===== config.mk =====
export PLATFORM = sky130hd
export DESIGN_NAME = tir_router
export DESIGN_NICKNAME = d
export VERILOG_FILES = /design/src/rtl/tir_pkg.sv /design/src/rtl/tir_cfg_update.sv /design/src/rtl/tir_chan.sv /design/src/rtl/tir_pin_merge.sv /design/src/rtl/tir_router.sv
export SDC_FILE = /design/constraint.sdc
export NUM_CORES = 1
export LEC_CHECK = 0
export ABC_AREA = 1
export BUFFER_PORTS_ARGS = -buffer_cell sky130_fd_sc_hd__buf_2
export CAP_MARGIN = 5
export CORE_UTILIZATION = 55
export CTS_BUF_LIST = sky130_fd_sc_hd__clkbuf_2 sky130_fd_sc_hd__clkbuf_4 sky130_fd_sc_hd__clkbuf_8
export DETAILED_ROUTE_END_ITERATION = 16
export PLACE_DENSITY_LB_ADDON = 0.1
export SYNTH_ARGS = -nofsm -noshare
export SYNTH_HDL_FRONTEND = slang
export SYNTH_SLANG_ARGS = --single-unit

===== constraint.sdc =====
create_clock -name clk -period 3.8 [get_ports clk]
set_clock_uncertainty 0.15 [all_clocks]
set_input_delay 0.19 -clock clk [delete_from_list [all_inputs] [get_ports clk]]
set_output_delay 0.19 -clock clk [all_outputs]
set_load 0.1 [all_outputs]

===== src/rtl/tir_pkg.sv =====
package tir_pkg;

    localparam int RT_W  = 5;
    localparam int PIN_N = 1 << RT_W;

    // Config word bit positions
    localparam int B_LEVEL = 1;
    localparam int B_IE    = 2;
    localparam int B_PSEL  = 3;
    localparam int B_PCAP  = 4;
    localparam int B_SIZE  = 5;
    localparam int B_VSET  = 6;
    localparam int B_W32   = 8;
    localparam int B_RT    = 9;
    localparam int B_MEN   = 14;
    localparam int B_MCAP  = 15;

    localparam logic [63:0] WR_MASK =
        (64'd1 << B_LEVEL) | (64'd1 << B_IE) | (64'd1 << B_PSEL) |
        (64'd1 << B_VSET) | (64'(PIN_N - 1) << B_RT) | (64'd1 << B_MEN);

    typedef struct packed {
        logic [63:0] cfg;
        logic [63:0] msg;
        logic        sts;
    } chan_state_t;

    typedef struct packed {
        logic            as_v;
        logic [RT_W-1:0] as_pin;
        logic            de_v;
        logic [RT_W-1:0] de_pin;
        logic            pu_v;
        logic [RT_W-1:0] pu_pin;
        logic            msg_v;
        logic [31:0]     addr;
        logic [31:0]     data;
    } chan_evt_t;

    function automatic logic [31:0] allowed_routes(input int pins);
        if (pins >= 32)      return 32'hFF00_0000;
        else if (pins >= 20) return 32'hF << (pins - 4);
        else                 return 32'h0;
    endfunction

    function automatic logic msg_mode(input logic [63:0] c);
        return c[B_MCAP] & c[B_MEN];
    endfunction

    function automatic logic [RT_W-1:0] pin_of(input logic [63:0] c);
        return msg_mode(c) ? '0 : c[B_RT +: RT_W];
    endfunction

endpackage


===== src/rtl/tir_cfg_update.sv =====
module tir_cfg_update
    import tir_pkg::*;
#(
    parameter logic [31:0] ALLOW = 32'h0
) (
    input  logic [63:0] old_i,
    input  logic [63:0] wdata_i,
    input  logic [63:0] wmask_i,
    output logic [63:0] new_o,
    output logic        changed_o
);
    logic [63:0]     eff_mask;
    logic [63:0]     merged;
    logic [RT_W-1:0] route;

    always_comb begin
        eff_mask = wmask_i & WR_MASK;
        merged   = (old_i & ~eff_mask) | (wdata_i & eff_mask);
        route    = merged[B_RT +: RT_W];
        new_o    = merged;
        // a route outside the allowed set falls back to unconnected
        if (route != '0 && !ALLOW[route]) begin
            new_o[B_RT +: RT_W] = '0;
        end
        changed_o = (new_o != old_i);
    end

endmodule


===== src/rtl/tir_chan.sv =====
module tir_chan
    import tir_pkg::*;
#(
    parameter logic [31:0] ALLOW   = 32'h0,
    parameter bit          MSG_CAP = 1'b1
) (
    input  logic        clk,
    input  logic        rst_n,
    input  logic        match_i,
    input  logic        cfg_we_i,
    input  logic        msg_we_i,
    input  logic [63:0] wdata_i,
    input  logic [63:0] wmask_i,
    input  logic        sts_clr_i,
    output logic [63:0] cfg_o,
    output logic        sts_o,
    output chan_evt_t   evt_o
);
    localparam logic [63:0] RST_CFG = {ALLOW, 32'h0} |
        (64'(MSG_CAP) << B_MCAP) | (64'd1 << B_PCAP);

    chan_state_t state_d, state_q;
    chan_evt_t   evt_d, evt_q;

    logic [63:0] cfg_new;
    logic        cfg_changed;

    tir_cfg_update #(.ALLOW(ALLOW)) u_upd (
        .old_i     (state_q.cfg),
        .wdata_i   (wdata_i),
        .wmask_i   (wmask_i),
        .new_o     (cfg_new),
        .changed_o (cfg_changed)
    );

    always_comb begin
        logic [RT_W-1:0] old_pin;
        logic [RT_W-1:0] cur_pin;
        chan_state_t     s;
        chan_evt_t       ev;

        s       = state_q;
        ev      = '0;
        old_pin = pin_of(state_q.cfg);

        // 1. configuration write with stuck-level release
        if (cfg_we_i && cfg_changed) begin
            s.cfg = cfg_new;
            if (s.sts && (!cfg_new[B_IE] || msg_mode(cfg_new) ||
                          !cfg_new[B_LEVEL] || pin_of(cfg_new) != old_pin)) begin
                s.sts     = 1'b0;
                ev.de_v   = 1'b1;
                ev.de_pin = old_pin;
            end
        end

        // 2. message register write
        if (msg_we_i) begin
            s.msg = (s.msg & ~wmask_i) | (wdata_i & wmask_i);
        end

        // 3. software status clear
        cur_pin = pin_of(s.cfg);
        if (sts_clr_i && s.sts) begin
            s.sts     = 1'b0;
            ev.de_v   = 1'b1;
            ev.de_pin = cur_pin;
        end

        // 4. match delivery
        if (match_i && s.cfg[B_IE] && !s.sts) begin
            if (msg_mode(s.cfg)) begin
                ev.msg_v = 1'b1;
                ev.addr  = s.msg[63:32];
                ev.data  = s.msg[31:0];
            end else if (cur_pin != '0) begin
                if (s.cfg[B_LEVEL]) begin
                    s.sts     = 1'b1;
                    ev.as_v   = 1'b1;
                    ev.as_pin = cur_pin;
                end else begin
                    ev.pu_v   = 1'b1;
                    ev.pu_pin = cur_pin;
                end
            end
        end

        state_d = s;
        evt_d   = ev;
    end

    always_ff @(posedge clk) begin
        if (!rst_n) begin
            state_q <= '{cfg: RST_CFG, msg: 64'h0, sts: 1'b0};
            evt_q   <= '0;
        end else begin
            state_q <= state_d;
            evt_q   <= evt_d;
        end
    end

    assign cfg_o = state_q.cfg;
    assign sts_o = state_q.sts;
    assign evt_o = evt_q;

    // disabled channel stays silent
    assert_gate_R1: assert property (@(posedge clk) disable iff (!rst_n)
        (match_i && !cfg_we_i && !state_q.cfg[B_IE]) |=>
        !(evt_q.as_v || evt_q.pu_v || evt_q.msg_v));

    // pending level swallows further matches
    assert_hold_R2: assert property (@(posedge clk) disable iff (!rst_n)
        (match_i && state_q.sts && !cfg_we_i && !sts_clr_i) |=>
        (!evt_q.as_v && !evt_q.pu_v && !evt_q.msg_v && state_q.sts));

    // message requests never coexist with pin raises
    assert_msg_excl_R3: assert property (@(posedge clk) disable iff (!rst_n)
        evt_q.msg_v |-> (!evt_q.as_v && !evt_q.pu_v && msg_mode(state_q.cfg)));

    // status rising goes with an assert on the routed pin
    assert_level_R6: assert property (@(posedge clk) disable iff (!rst_n)
        $rose(state_q.sts) |-> (evt_q.as_v && evt_q.as_pin == pin_of(state_q.cfg)));

    // read-only fields keep their values
    assert_ro_bits_R7: assert property (@(posedge clk) disable iff (!rst_n)
        (state_q.cfg[63:32] == ALLOW && !state_q.cfg[B_W32] && !state_q.cfg[B_SIZE] &&
         state_q.cfg[B_PCAP] && state_q.cfg[B_MCAP] == MSG_CAP));

    // stored route is always legal
    assert_route_legal_R8: assert property (@(posedge clk) disable iff (!rst_n)
        (state_q.cfg[B_RT +: RT_W] != '0) |-> ALLOW[state_q.cfg[B_RT +: RT_W]]);

    // status falling always releases the pin
    assert_release_R9: assert property (@(posedge clk) disable iff (!rst_n)
        $fell(state_q.sts) |-> evt_q.de_v);

endmodule


===== src/rtl/tir_pin_merge.sv =====
module tir_pin_merge
    import tir_pkg::*;
#(
    parameter int NUM_CH = 4
) (
    input  chan_evt_t            evt_i [NUM_CH],
    output logic [PIN_N-1:0]     pin_assert_o,
    output logic [PIN_N-1:0]     pin_deassert_o,
    output logic [PIN_N-1:0]     pin_pulse_o,
    output logic [NUM_CH-1:0]    msg_req_o,
    output logic [NUM_CH*32-1:0] msg_addr_o,
    output logic [NUM_CH*32-1:0] msg_data_o
);
    always_comb begin
        pin_assert_o   = '0;
        pin_deassert_o = '0;
        pin_pulse_o    = '0;
        msg_req_o      = '0;
        msg_addr_o     = '0;
        msg_data_o     = '0;
        for (int c = 0; c < NUM_CH; c++) begin
            if (evt_i[c].as_v) pin_assert_o[evt_i[c].as_pin]   = 1'b1;
            if (evt_i[c].de_v) pin_deassert_o[evt_i[c].de_pin] = 1'b1;
            if (evt_i[c].pu_v) pin_pulse_o[evt_i[c].pu_pin]    = 1'b1;
            msg_req_o[c] = evt_i[c].msg_v;
            if (evt_i[c].msg_v) begin
                msg_addr_o[c*32 +: 32] = evt_i[c].addr;
                msg_data_o[c*32 +: 32] = evt_i[c].data;
            end
        end
    end

endmodule


===== src/rtl/tir_router.sv =====
module tir_router
    import tir_pkg::*;
#(
    parameter int NUM_CH    = 4,
    parameter int PIN_COUNT = 24,
    parameter bit MSG_CAP   = 1'b1,
    localparam int SEL_W    = (NUM_CH > 1) ? $clog2(NUM_CH) : 1
) (
    input  logic                 clk,
    input  logic                 rst_n,
    input  logic [NUM_CH-1:0]    match_i,
    input  logic [SEL_W-1:0]     wr_sel_i,
    input  logic                 cfg_we_i,
    input  logic                 msg_we_i,
    input  logic [63:0]          wdata_i,
    input  logic [63:0]          wmask_i,
    input  logic [NUM_CH-1:0]    sts_clr_i,
    output logic [63:0]          cfg_rdata_o,
    output logic [NUM_CH-1:0]    status_o,
    output logic [31:0]          pin_assert_o,
    output logic [31:0]          pin_deassert_o,
    output logic [31:0]          pin_pulse_o,
    output logic [NUM_CH-1:0]    msg_req_o,
    output logic [NUM_CH*32-1:0] msg_addr_o,
    output logic [NUM_CH*32-1:0] msg_data_o
);
    localparam logic [31:0] ALLOW = allowed_routes(PIN_COUNT);

    chan_evt_t   evt   [NUM_CH];
    logic [63:0] cfg_q [NUM_CH];

    for (genvar g = 0; g < NUM_CH; g++) begin : g_chan
        logic hit;
        assign hit = (wr_sel_i == SEL_W'(g));
        tir_chan #(.ALLOW(ALLOW), .MSG_CAP(MSG_CAP)) u_chan (
            .clk       (clk),
            .rst_n     (rst_n),
            .match_i   (match_i[g]),
            .cfg_we_i  (cfg_we_i && hit),
            .msg_we_i  (msg_we_i && hit),
            .wdata_i   (wdata_i),
            .wmask_i   (wmask_i),
            .sts_clr_i (sts_clr_i[g]),
            .cfg_o     (cfg_q[g]),
            .sts_o     (status_o[g]),
            .evt_o     (evt[g])
        );
    end

    tir_pin_merge #(.NUM_CH(NUM_CH)) u_merge (
        .evt_i          (evt),
        .pin_assert_o   (pin_assert_o),
        .pin_deassert_o (pin_deassert_o),
        .pin_pulse_o    (pin_pulse_o),
        .msg_req_o      (msg_req_o),
        .msg_addr_o     (msg_addr_o),
        .msg_data_o     (msg_data_o)
    );

    assign cfg_rdata_o = cfg_q[wr_sel_i];

    // pin 0 means unconnected and never receives a raise
    assert_pin0_quiet_R4: assert property (@(posedge clk) disable iff (!rst_n)
        (!pin_assert_o[0] && !pin_pulse_o[0]));

    // only allowed pins are ever raised
    assert_allowed_pins_R12: assert property (@(posedge clk) disable iff (!rst_n)
        ((pin_assert_o | pin_pulse_o) & ~ALLOW) == 32'h0);

endmodule


Yosys cells after proc, flatten, opt, wreduce, memory -nomap -nowiden
Memory sizes are Yosys's and may differ from the RTL's.
Cells that the tools add are included.
{ "totals": {"memories": 4, "reg_bits": 848, "elab_cells": 379, "mem_bits_ro": 128, "output_inout_bits": 424} }
{ "mem_list": {"columns": ["memory", "words", "word_bits", "rd", "rd_ports_with_merged_regs", "wr", "line_no", "text"], "rows": [
  ["(no name shown)", 32, 1, 1, 0, 0, "tir_cfg_update.sv:22", "if (route != '0 && !ALLOW[route]) begin"],
  ["(no name shown)", 32, 1, 1, 0, 0, "tir_cfg_update.sv:22", null],
  ["(no name shown)", 32, 1, 1, 0, 0, "tir_cfg_update.sv:22", null],
  ["(no name shown)", 32, 1, 1, 0, 0, "tir_cfg_update.sv:22", null]
]} }
{ "op_classes": {"order_cmp": 29, "bitwise_logic": 55, "n_reduce_logical": 101, "eq_ne": 11, "n_mux": 127} }
{ "op_table": {"columns": ["cell", "count"], "rows": [
  ["$mux W32", 20],
  ["$and A64 B64 Y64", 9],
  ["$or A64 B64 Y64", 8],
  ["$mux W64", 6],
  ["$or A32 B32 Y32", 9],
  ["$mux W65", 4],
  ["$ne A64 B64 Y1", 4],
  ["$bmux W64 S2", 1],
  ["$mux W6", 20],
  ["$lt A5 B6 Y1 const B", 16],
  ["$mux W5", 16],
  ["$and A64 B15 Y64", 1],
  ["$mux W16", 4],
  ["$not A15 Y64", 1],
  ["$not A64 Y64", 1],
  ["$demux W1 S5", 12],
  ["$ge A5 B1 Y1 const B", 12],
  ["$logic_and A1 B1 Y1", 44],
  ["$mux W1", 44],
  ["$reduce_bool A5 Y1", 8],
  ["$reduce_or A5 Y1", 8],
  ["$ne A5 B5 Y1", 4],
  ["$logic_not A1 Y1", 16],
  ["$reduce_or A4 Y1", 4],
  ["other kinds (10)", 51]
]} }

Depth between registers and ports, before layout
{ "logic_depth": {"word_depth": 20, "mapped_depth": 21, "depth_no_buf": 19} }

Modules after synthesis
Synthesis repeated with hierarchy kept, for this count alone.
{ "hier_totals": {"hier_cells": 6189, "hier_area_um2": 41843.9} }
{ "modules_own_cells": {"columns": ["mod", "area_each_um2", "n_inst", "seq_area_each_um2", "cells_per_inst"], "rows": [
  ["tir_chan", 7609.8, 4, 4244.1, 878],
  ["tir_pin_merge", 5770.5, 1, 0.0, 1474],
  ["tir_cfg_update", 779.5, 4, 0.0, 142],
  ["tir_router", 2516.2, 1, 0.0, 635]
]} }

Worst setup path before layout
Ideal clock, no wire load.
{ "synth_path": {"path_type": "register to output", "startpoint": "reg g_chan[3].u_chan.evt_q, in the netlist g_chan[3].u_chan.evt_o[81]", "endpoint": "out pin_assert_o[25]", "required_ps": 3460, "stages_incl_launch_ff": 5, "t_arrival_ps": 2785, "slack_ps": 675, "cell_sequence": "dfxtp_1 -> inv_1 -> nor3_1 -> inv_1 -> o21ai_0"} }
{ "synth_between": {"elab_chain_len": 6, "word_cells_on_any_way": 7, "cone_classes": "2 x order compare; 3 x mux; 1 x bitwise; 1 x reduce/logical"} }
{ "synth_rtl": {"columns": ["item", "line_no", "text"], "rows": [
  ["start, declared", "tir_chan.sv:23", "chan_evt_t evt_d, evt_q;"],
  ["start signal, assigned", "tir_chan.sv:98", "evt_q <= evt_d;"],
  ["$lt A5 B6 Y1 (not written as such) or $ge A5 B1 Y1 (tied branches)", "tir_pin_merge.sv:22", "if (evt_i[c].as_v) pin_assert_o[evt_i[c].as_pin] = 1'b1;"],
  ["$logic_and A1 B1 Y1 (not written as such)", "tir_pin_merge.sv:22", null],
  ["$mux W1 (not written as such)", "tir_pin_merge.sv:22", null],
  ["$demux W1 S5 *", null, null],
  ["$or A32 B32 Y32 (no source line) *", null, null],
  ["$mux W32 *", "tir_pin_merge.sv:22", null],
  ["end, declared", "tir_router.sv:20", "output logic [31:0] pin_assert_o,"]
]} }
Every way passes the cells marked *; elsewhere a longest branch is shown, timed or not.

Worst setup path after layout
{ "layout_path": {"startpoint": "reg g_chan[2].u_chan.state_q, in the netlist g_chan[2].u_chan.cfg_o[14]", "endpoint": "reg g_chan[2].u_chan.state_q, in the netlist g_chan[2].u_chan.sts_o"} }
{ "layout_between": {"elab_chain_len": 15, "word_cells_on_any_way": 28, "cone_classes": "2 x eq/ne; 11 x mux; 5 x bitwise; 10 x reduce/logical"} }
{ "layout_rtl": {"columns": ["item", "line_no", "text"], "rows": [
  ["start, declared", "tir_chan.sv:22", "chan_state_t state_d, state_q;"],
  ["start signal, assigned", "tir_chan.sv:94", "state_q <= '{cfg: RST_CFG, msg: 64'h0, sts: 1'b0};"],
  ["start signal, assigned", "tir_chan.sv:97", "state_q <= state_d;"],
  ["$and A64 B64 Y64", "tir_cfg_update.sv:18", "merged = (old_i & ~eff_mask) | (wdata_i & eff_mask);"],
  ["$or A64 B64 Y64", "tir_cfg_update.sv:18", null],
  ["$and A1 B1 Y1", "tir_pkg.sv:47", "return c[B_MCAP] & c[B_MEN];"],
  ["$mux W5 or $logic_or A1 B1 Y1 (tied branches)", "tir_pkg.sv:51, tir_chan.sv:49", null],
  ["$ne A5 B5 Y1 or $logic_or A1 B1 Y1 (tied branches)", "tir_chan.sv:50, tir_chan.sv:49", null],
  ["$logic_or A1 B1 Y1", "tir_chan.sv:50", "!cfg_new[B_LEVEL] || pin_of(cfg_new) != old_pin)) begin"],
  ["$logic_and A1 B1 Y1", "tir_chan.sv:49", "if (s.sts && (!cfg_new[B_IE] || msg_mode(cfg_new) ||"],
  ["$mux W1", "tir_chan.sv:49", null],
  ["$mux W1", "tir_chan.sv:47", "if (cfg_we_i && cfg_changed) begin"],
  ["$logic_and A1 B1 Y1", "tir_chan.sv:64", "if (sts_clr_i && s.sts) begin"],
  ["$mux W1", "tir_chan.sv:64", null],
  ["$mux W1", "tir_chan.sv:77", "if (s.cfg[B_LEVEL]) begin"],
  ["$mux W1", "tir_chan.sv:76", "end else if (cur_pin != '0) begin"],
  ["$mux W1", "tir_chan.sv:72", "if (msg_mode(s.cfg)) begin"],
  ["$mux W1 *", "tir_chan.sv:71", "if (match_i && s.cfg[B_IE] && !s.sts) begin"]
]} }
Marked as above.
A chain may end at the register's enable or synchronous reset.

==> impl_metrics.prom <==
# TYPE chip_impl_metric gauge
chip_impl_metric{name="worst-endpoint-required",unit="ps"} 4320
chip_impl_info{name="synth_top_family_by_area",value="simple AND/OR/NAND/NOR gates"} 1
chip_impl_metric{name="power.switching_fraction",unit=""} 0.258
chip_impl_metric{name="initialDrtViolationCount",unit=""} 2574
chip_impl_metric{name="clkTransAtPathRegs",unit="ps"} 70
chip_impl_info{name="post_synth_main_area_contributors",value="sky130_fd_sc_hd__dfxtp_1 43%, sky130_fd_sc_hd__inv_1 10%, sky130_fd_sc_hd__o21ai_0 9.5%"} 1
chip_impl_metric{name="post_synth_edffs",unit=""} 0
chip_impl_metric{name="synthAdderAreaFrac",unit=""} 0
chip_impl_metric{name="cts.sink_count",unit=""} 632
chip_impl_metric{name="floorplan.die.width",unit="um"} 232
chip_impl_metric{name="fillerInstances",unit=""} 4413
chip_impl_metric{name="final_cells",unit=""} 5459
chip_impl_metric{name="standard_cell_rows",unit=""} 84
chip_impl_info{name="synth-main-ff-cell",value="sky130_fd_sc_hd__dfxtp_1"} 1
chip_impl_metric{name="synth.yosys.warnings",unit=""} 0
chip_impl_info{name="hold_start",value="wdata_i[1]"} 1
chip_impl_metric{name="worst-endpoint-arrival",unit="ps"} 4100
chip_impl_metric{name="p_int",unit="mW"} 10.7
chip_impl_metric{name="area.growth.synth_to_final",unit="%"} 25.6
chip_impl_metric{name="drtPass1Iterations",unit=""} 6
chip_impl_metric{name="io_pins",unit=""} 566
chip_impl_metric{name="post-place-ws",unit="ps"} 395
chip_impl_metric{name="post-cts-setup-buffers",unit=""} 0
chip_impl_metric{name="timing.final.crit_share",unit=""} 0.941
chip_impl_metric{name="worst-path-max-fanout",unit=""} 13
chip_impl_metric{name="clockBufferDepth",unit=""} 3
chip_impl_metric{name="synth_simple_gate_area_frac",unit=""} 0.240
chip_impl_metric{name="number_of_antenna_violations_at_the_first_check_in_global_routing",unit=""} 2
chip_impl_metric{name="hold_slack",unit="ps"} 65.8
chip_impl_metric{name="netlist_area_pre_place",unit="um2"} 29200
chip_impl_metric{name="grt.total_usage",unit=""} 0.348
chip_impl_info{name="rsz0062_at_grt",value="no"} 1
chip_impl_info{name="synth_top_cell_by_area",value="sky130_fd_sc_hd__dfxtp_1"} 1
chip_impl_metric{name="placedCellCount",unit=""} 5024
chip_impl_metric{name="htree_levels",unit=""} 3
chip_impl_metric{name="port_buffer_count",unit=""} 511
chip_impl_metric{name="synthMuxAreaShare",unit=""} 0.000343
chip_impl_metric{name="detailed_place_hpwl",unit="um"} 66200
chip_impl_metric{name="remaining_number_of_nets_flagged_by_the_antenna_check_after_routing",unit=""} 0
chip_impl_metric{name="grt_max_degree",unit=""} 112
chip_impl_metric{name="static-leakage-power",unit="nW"} 17.6
chip_impl_metric{name="grt.overflow.total",unit=""} 0
chip_impl_metric{name="die_h",unit="um"} 232
chip_impl_metric{name="number_of_global_route_vias_before_repair",unit=""} 26600
chip_impl_info{name="cts_tree",value="done"} 1
chip_impl_metric{name="gp_congestion",unit=""} 1.00
chip_impl_metric{name="vdd_drop_max",unit="mV"} 0.424
chip_impl_metric{name="report.final.slew_viol_count",unit=""} 0
chip_impl_info{name="worst_r2r_startpoint",value="g_chan[2].u_chan.cfg_o[14]$_SDFF_PN0_"} 1
chip_impl_info{name="worstSetupStartpointType",value="register"} 1
chip_impl_metric{name="wl_per_cell",unit="um"} 17.9
chip_impl_metric{name="combPwrFrac",unit=""} 0.089
chip_impl_metric{name="viasPerCell",unit=""} 5.29
chip_impl_metric{name="power.switching",unit="mW"} 3.71
chip_impl_metric{name="timing.fmax",unit="MHz"} 280
chip_impl_metric{name="period_needed",unit="ps"} 3580
chip_impl_metric{name="critical_path.n_buffers_inverters",unit=""} 3
chip_impl_metric{name="post_synth_xor_area_fraction",unit=""} 0.00240
chip_impl_metric{name="post_synthesis_compound_gate_area_fraction",unit=""} 0.171
chip_impl_metric{name="yosys.cell_types.count",unit=""} 50
chip_impl_metric{name="power_density",unit="nW/um2"} 392
chip_impl_metric{name="ys_async_sr_fraction",unit=""} 0
chip_impl_metric{name="cap_violations",unit=""} 0
chip_impl_metric{name="netlist_instances",unit=""} 3965
chip_impl_info{name="critical_path.startpoint",value="g_chan[2].u_chan.cfg_o[14]$_SDFF_PN0_"} 1
chip_impl_metric{name="seq_area_frac_synth",unit=""} 0.433
chip_impl_metric{name="final-hold-violation-count",unit=""} 0
chip_impl_metric{name="drive_gt1_frac",unit=""} 0.213
chip_impl_metric{name="portion_of_synthesized_cell_area_occupied_by_the_leading_cell_type",unit=""} 0.433
chip_impl_metric{name="transition_time_at_the_pin_with_the_least_slew_margin",unit="ps"} 1030
chip_impl_metric{name="floorplan.initialDensity",unit=""} 0.556
chip_impl_metric{name="critPathMaxStageDelay",unit="ps"} 560
chip_impl_metric{name="cts_made_buffers",unit=""} 101
chip_impl_metric{name="final_nets",unit=""} 4832
chip_impl_metric{name="fp.coreArea",unit="um2"} 52600
chip_impl_info{name="hold_path_class",value="input port to register"} 1
chip_impl_metric{name="worst_skew_pair.late_latency",unit="ps"} 720
chip_impl_metric{name="dr_total_vias",unit=""} 28900
chip_impl_metric{name="flops_latches_synth",unit=""} 632
chip_impl_metric{name="drc",unit=""} 0
chip_impl_metric{name="timing.setup.tns",unit="ps"} 0
chip_impl_info{name="crit_path_top_delay_cell",value="sky130_fd_sc_hd__dlygate4sd3_1"} 1
chip_impl_metric{name="finalSetupViolCount",unit=""} 0
chip_impl_metric{name="totalWireLength",unit="um"} 97700
chip_impl_info{name="critPathKind",value="register to register"} 1
chip_impl_metric{name="pwr-share-seq",unit=""} 0.468
chip_impl_metric{name="total_die_area",unit="um2"} 54000
chip_impl_info{name="status",value="completed"} 1
chip_impl_metric{name="average_cell_area_after_synthesis",unit="um2"} 7.37
chip_impl_info{name="crit_path_cell_trace",value="inv_1 > nand3_1 > nand2_1 > nor2_1 > nand3_1 > nor2_1 > nand3_2 > nor2_4 > nand2_4 > nand2_4 > inv_2 > o21ai_0 > nand2_1 > nand3_1 > nand2_1 > a21oi_1 > dlygate4sd3_1"} 1
chip_impl_info{name="timing.critical_path.to_type",value="register"} 1
chip_impl_metric{name="maxSlewHeadroom",unit=""} 0.309
chip_impl_info{name="cts.root.buffer_cell",value="sky130_fd_sc_hd__clkbuf_8"} 1
chip_impl_metric{name="share_clk_of_total_power",unit=""} 0.443
chip_impl_info{name="crit_family",value="simple AND/OR/NAND/NOR gates"} 1
chip_impl_metric{name="grt_first_pass_wirelength",unit="um"} 147000
chip_impl_metric{name="final.setup.worst_slack",unit="ps"} 223
-- layout by cell type, fill, tap and decap left out, drive strengths merged, types with 6 or more instances in the layout --
cell and n:
a21oi 54, a22oi 97, buf 546, clkbuf 156
clkinv 14, conb 54, dfxtp 632, dlygate4sd3 251
inv 814, nand2 518, nand3 142, nand3b 6
nand4 28, nor2 669, nor3 76, o21ai 569
o221ai 99, xor2 8
-- flip-flops by register name (all words and copies together), names as in the netlist --
| register | cells |
|---|---|
| g_chan.u_chan.cfg_o | 40 |
| g_chan.u_chan.evt_o | 332 |
| g_chan.u_chan.state_q | 256 |
| g_chan.u_chan.sts_o | 4 |
-- layout make-up --
cell class	count	area [um2]	area share
inverters	811	3060	0.0834
well taps	688	861	0.0235
clock buffers	156	1940	0.0529
clock inverters	26	312	0.00849
repair buffers	797	5480	0.149
multi-input cells	2347	12400	0.337
diodes	2	5.00	0.000136
flip-flops and latches	632	12700	0.345
-- cell families (layout without fill, tap and decap cells) --
kind of cell | Yosys count | count (layout)
simple gates | 1442 | 1442
other cells | 2 | 56
mux | 1 | 1
xor+xnor | 8 | 8
compound gates | 842 | 842
flops | 632 | 632
buf+inv | 1038 | 1790
-- cell usage after synthesis, types with 6 or more instances --
library cell,number
sky130_fd_sc_hd__o221ai_1,99
sky130_fd_sc_hd__nor2_2,109
sky130_fd_sc_hd__a21oi_1,49
sky130_fd_sc_hd__buf_2,7
sky130_fd_sc_hd__buf_4,63
sky130_fd_sc_hd__nand3_2,16
sky130_fd_sc_hd__buf_12,13
sky130_fd_sc_hd__nor2_1,464
sky130_fd_sc_hd__nand3b_1,6
sky130_fd_sc_hd__a22oi_1,97
sky130_fd_sc_hd__buf_6,15
sky130_fd_sc_hd__xor2_1,8
sky130_fd_sc_hd__inv_1,794
sky130_fd_sc_hd__nand2_4,9
sky130_fd_sc_hd__nand4_1,26
sky130_fd_sc_hd__o21ai_0,554
sky130_fd_sc_hd__nand3_1,124
sky130_fd_sc_hd__nor2_4,96
sky130_fd_sc_hd__o21ai_2,6
sky130_fd_sc_hd__inv_2,14
sky130_fd_sc_hd__nor3_1,76
sky130_fd_sc_hd__clkbuf_1,122
sky130_fd_sc_hd__dfxtp_1,632
sky130_fd_sc_hd__nand2_1,494
sky130_fd_sc_hd__buf_1,7
sky130_fd_sc_hd__nand2_2,15
sky130_fd_sc_hd__o21ai_1,6
-- per-layer routing --
layer,wire length [um],GRT usage
met1,40900,0.453
met2,45400,0.572
met3,7500,0.0603
met4,3900,0.137
met5,13,0
-- power by group through the flow --
stage / Combinational, mW / Clock [mW] / Sequential, mW
after floorplan: 0.833 / 0 / 6.86
after global placement: 1.06 / 0 / 6.87
after detailed placement: 1.07 / 0 / 6.88
after CTS: 1.25 / 6.46 / 6.73
after global routing: 1.37 / 6.76 / 6.73
final: 1.28 / 6.38 / 6.73
-- worst reg2reg max path, cell delays in order, from the launching register on --
cell and delay, ps:
sky130_fd_sc_hd__dfxtp_1 530, sky130_fd_sc_hd__inv_1 150, sky130_fd_sc_hd__nand3_1 100, sky130_fd_sc_hd__nand2_1 60
sky130_fd_sc_hd__nor2_1 100, sky130_fd_sc_hd__nand3_1 70, sky130_fd_sc_hd__nor2_1 230, sky130_fd_sc_hd__nand3_2 130
sky130_fd_sc_hd__nor2_4 140, sky130_fd_sc_hd__nand2_4 70, sky130_fd_sc_hd__nand2_4 170, sky130_fd_sc_hd__inv_2 140
sky130_fd_sc_hd__o21ai_0 270, sky130_fd_sc_hd__nand2_1 230, sky130_fd_sc_hd__nand3_1 230, sky130_fd_sc_hd__nand2_1 80
sky130_fd_sc_hd__a21oi_1 120, sky130_fd_sc_hd__dlygate4sd3_1 560
-- metrics by stage --
step / power (mW) / util / instance area, um2
after floorplan: 7.69 / - / 29400
after global placement: 7.94 / 0.607 / 31900
after detailed placement: 7.94 / 0.607 / 31900
after CTS: 14.4 / 0.698 / 36700
after global routing: 14.9 / 0.698 / 36700
final: 14.4 / 0.698 / 36700
-- path summary, 6_finish.rpt --
check / to / slack, ps / depth (start not counted)
max reg2reg: g_chan[2].u_chan.sts_o$_SDFF_PN0_ / 220 / 17
max: g_chan[2].u_chan.sts_o$_SDFF_PN0_ / 220 / 17
min reg2reg: g_chan[3].u_chan.cfg_o[11]$_SDFF_PN0_ / 400 / 2
min: g_chan[3].u_chan.cfg_o[1]$_SDFF_PN0_ / 70 / 7
-- timing repair --
item                       CTS  global route
hold endpoints to repair   597             0
gates resized for setup      0             1
hold buffers               251             0
setup endpoints to repair    0             1
(Power assumes the default switching activity.)
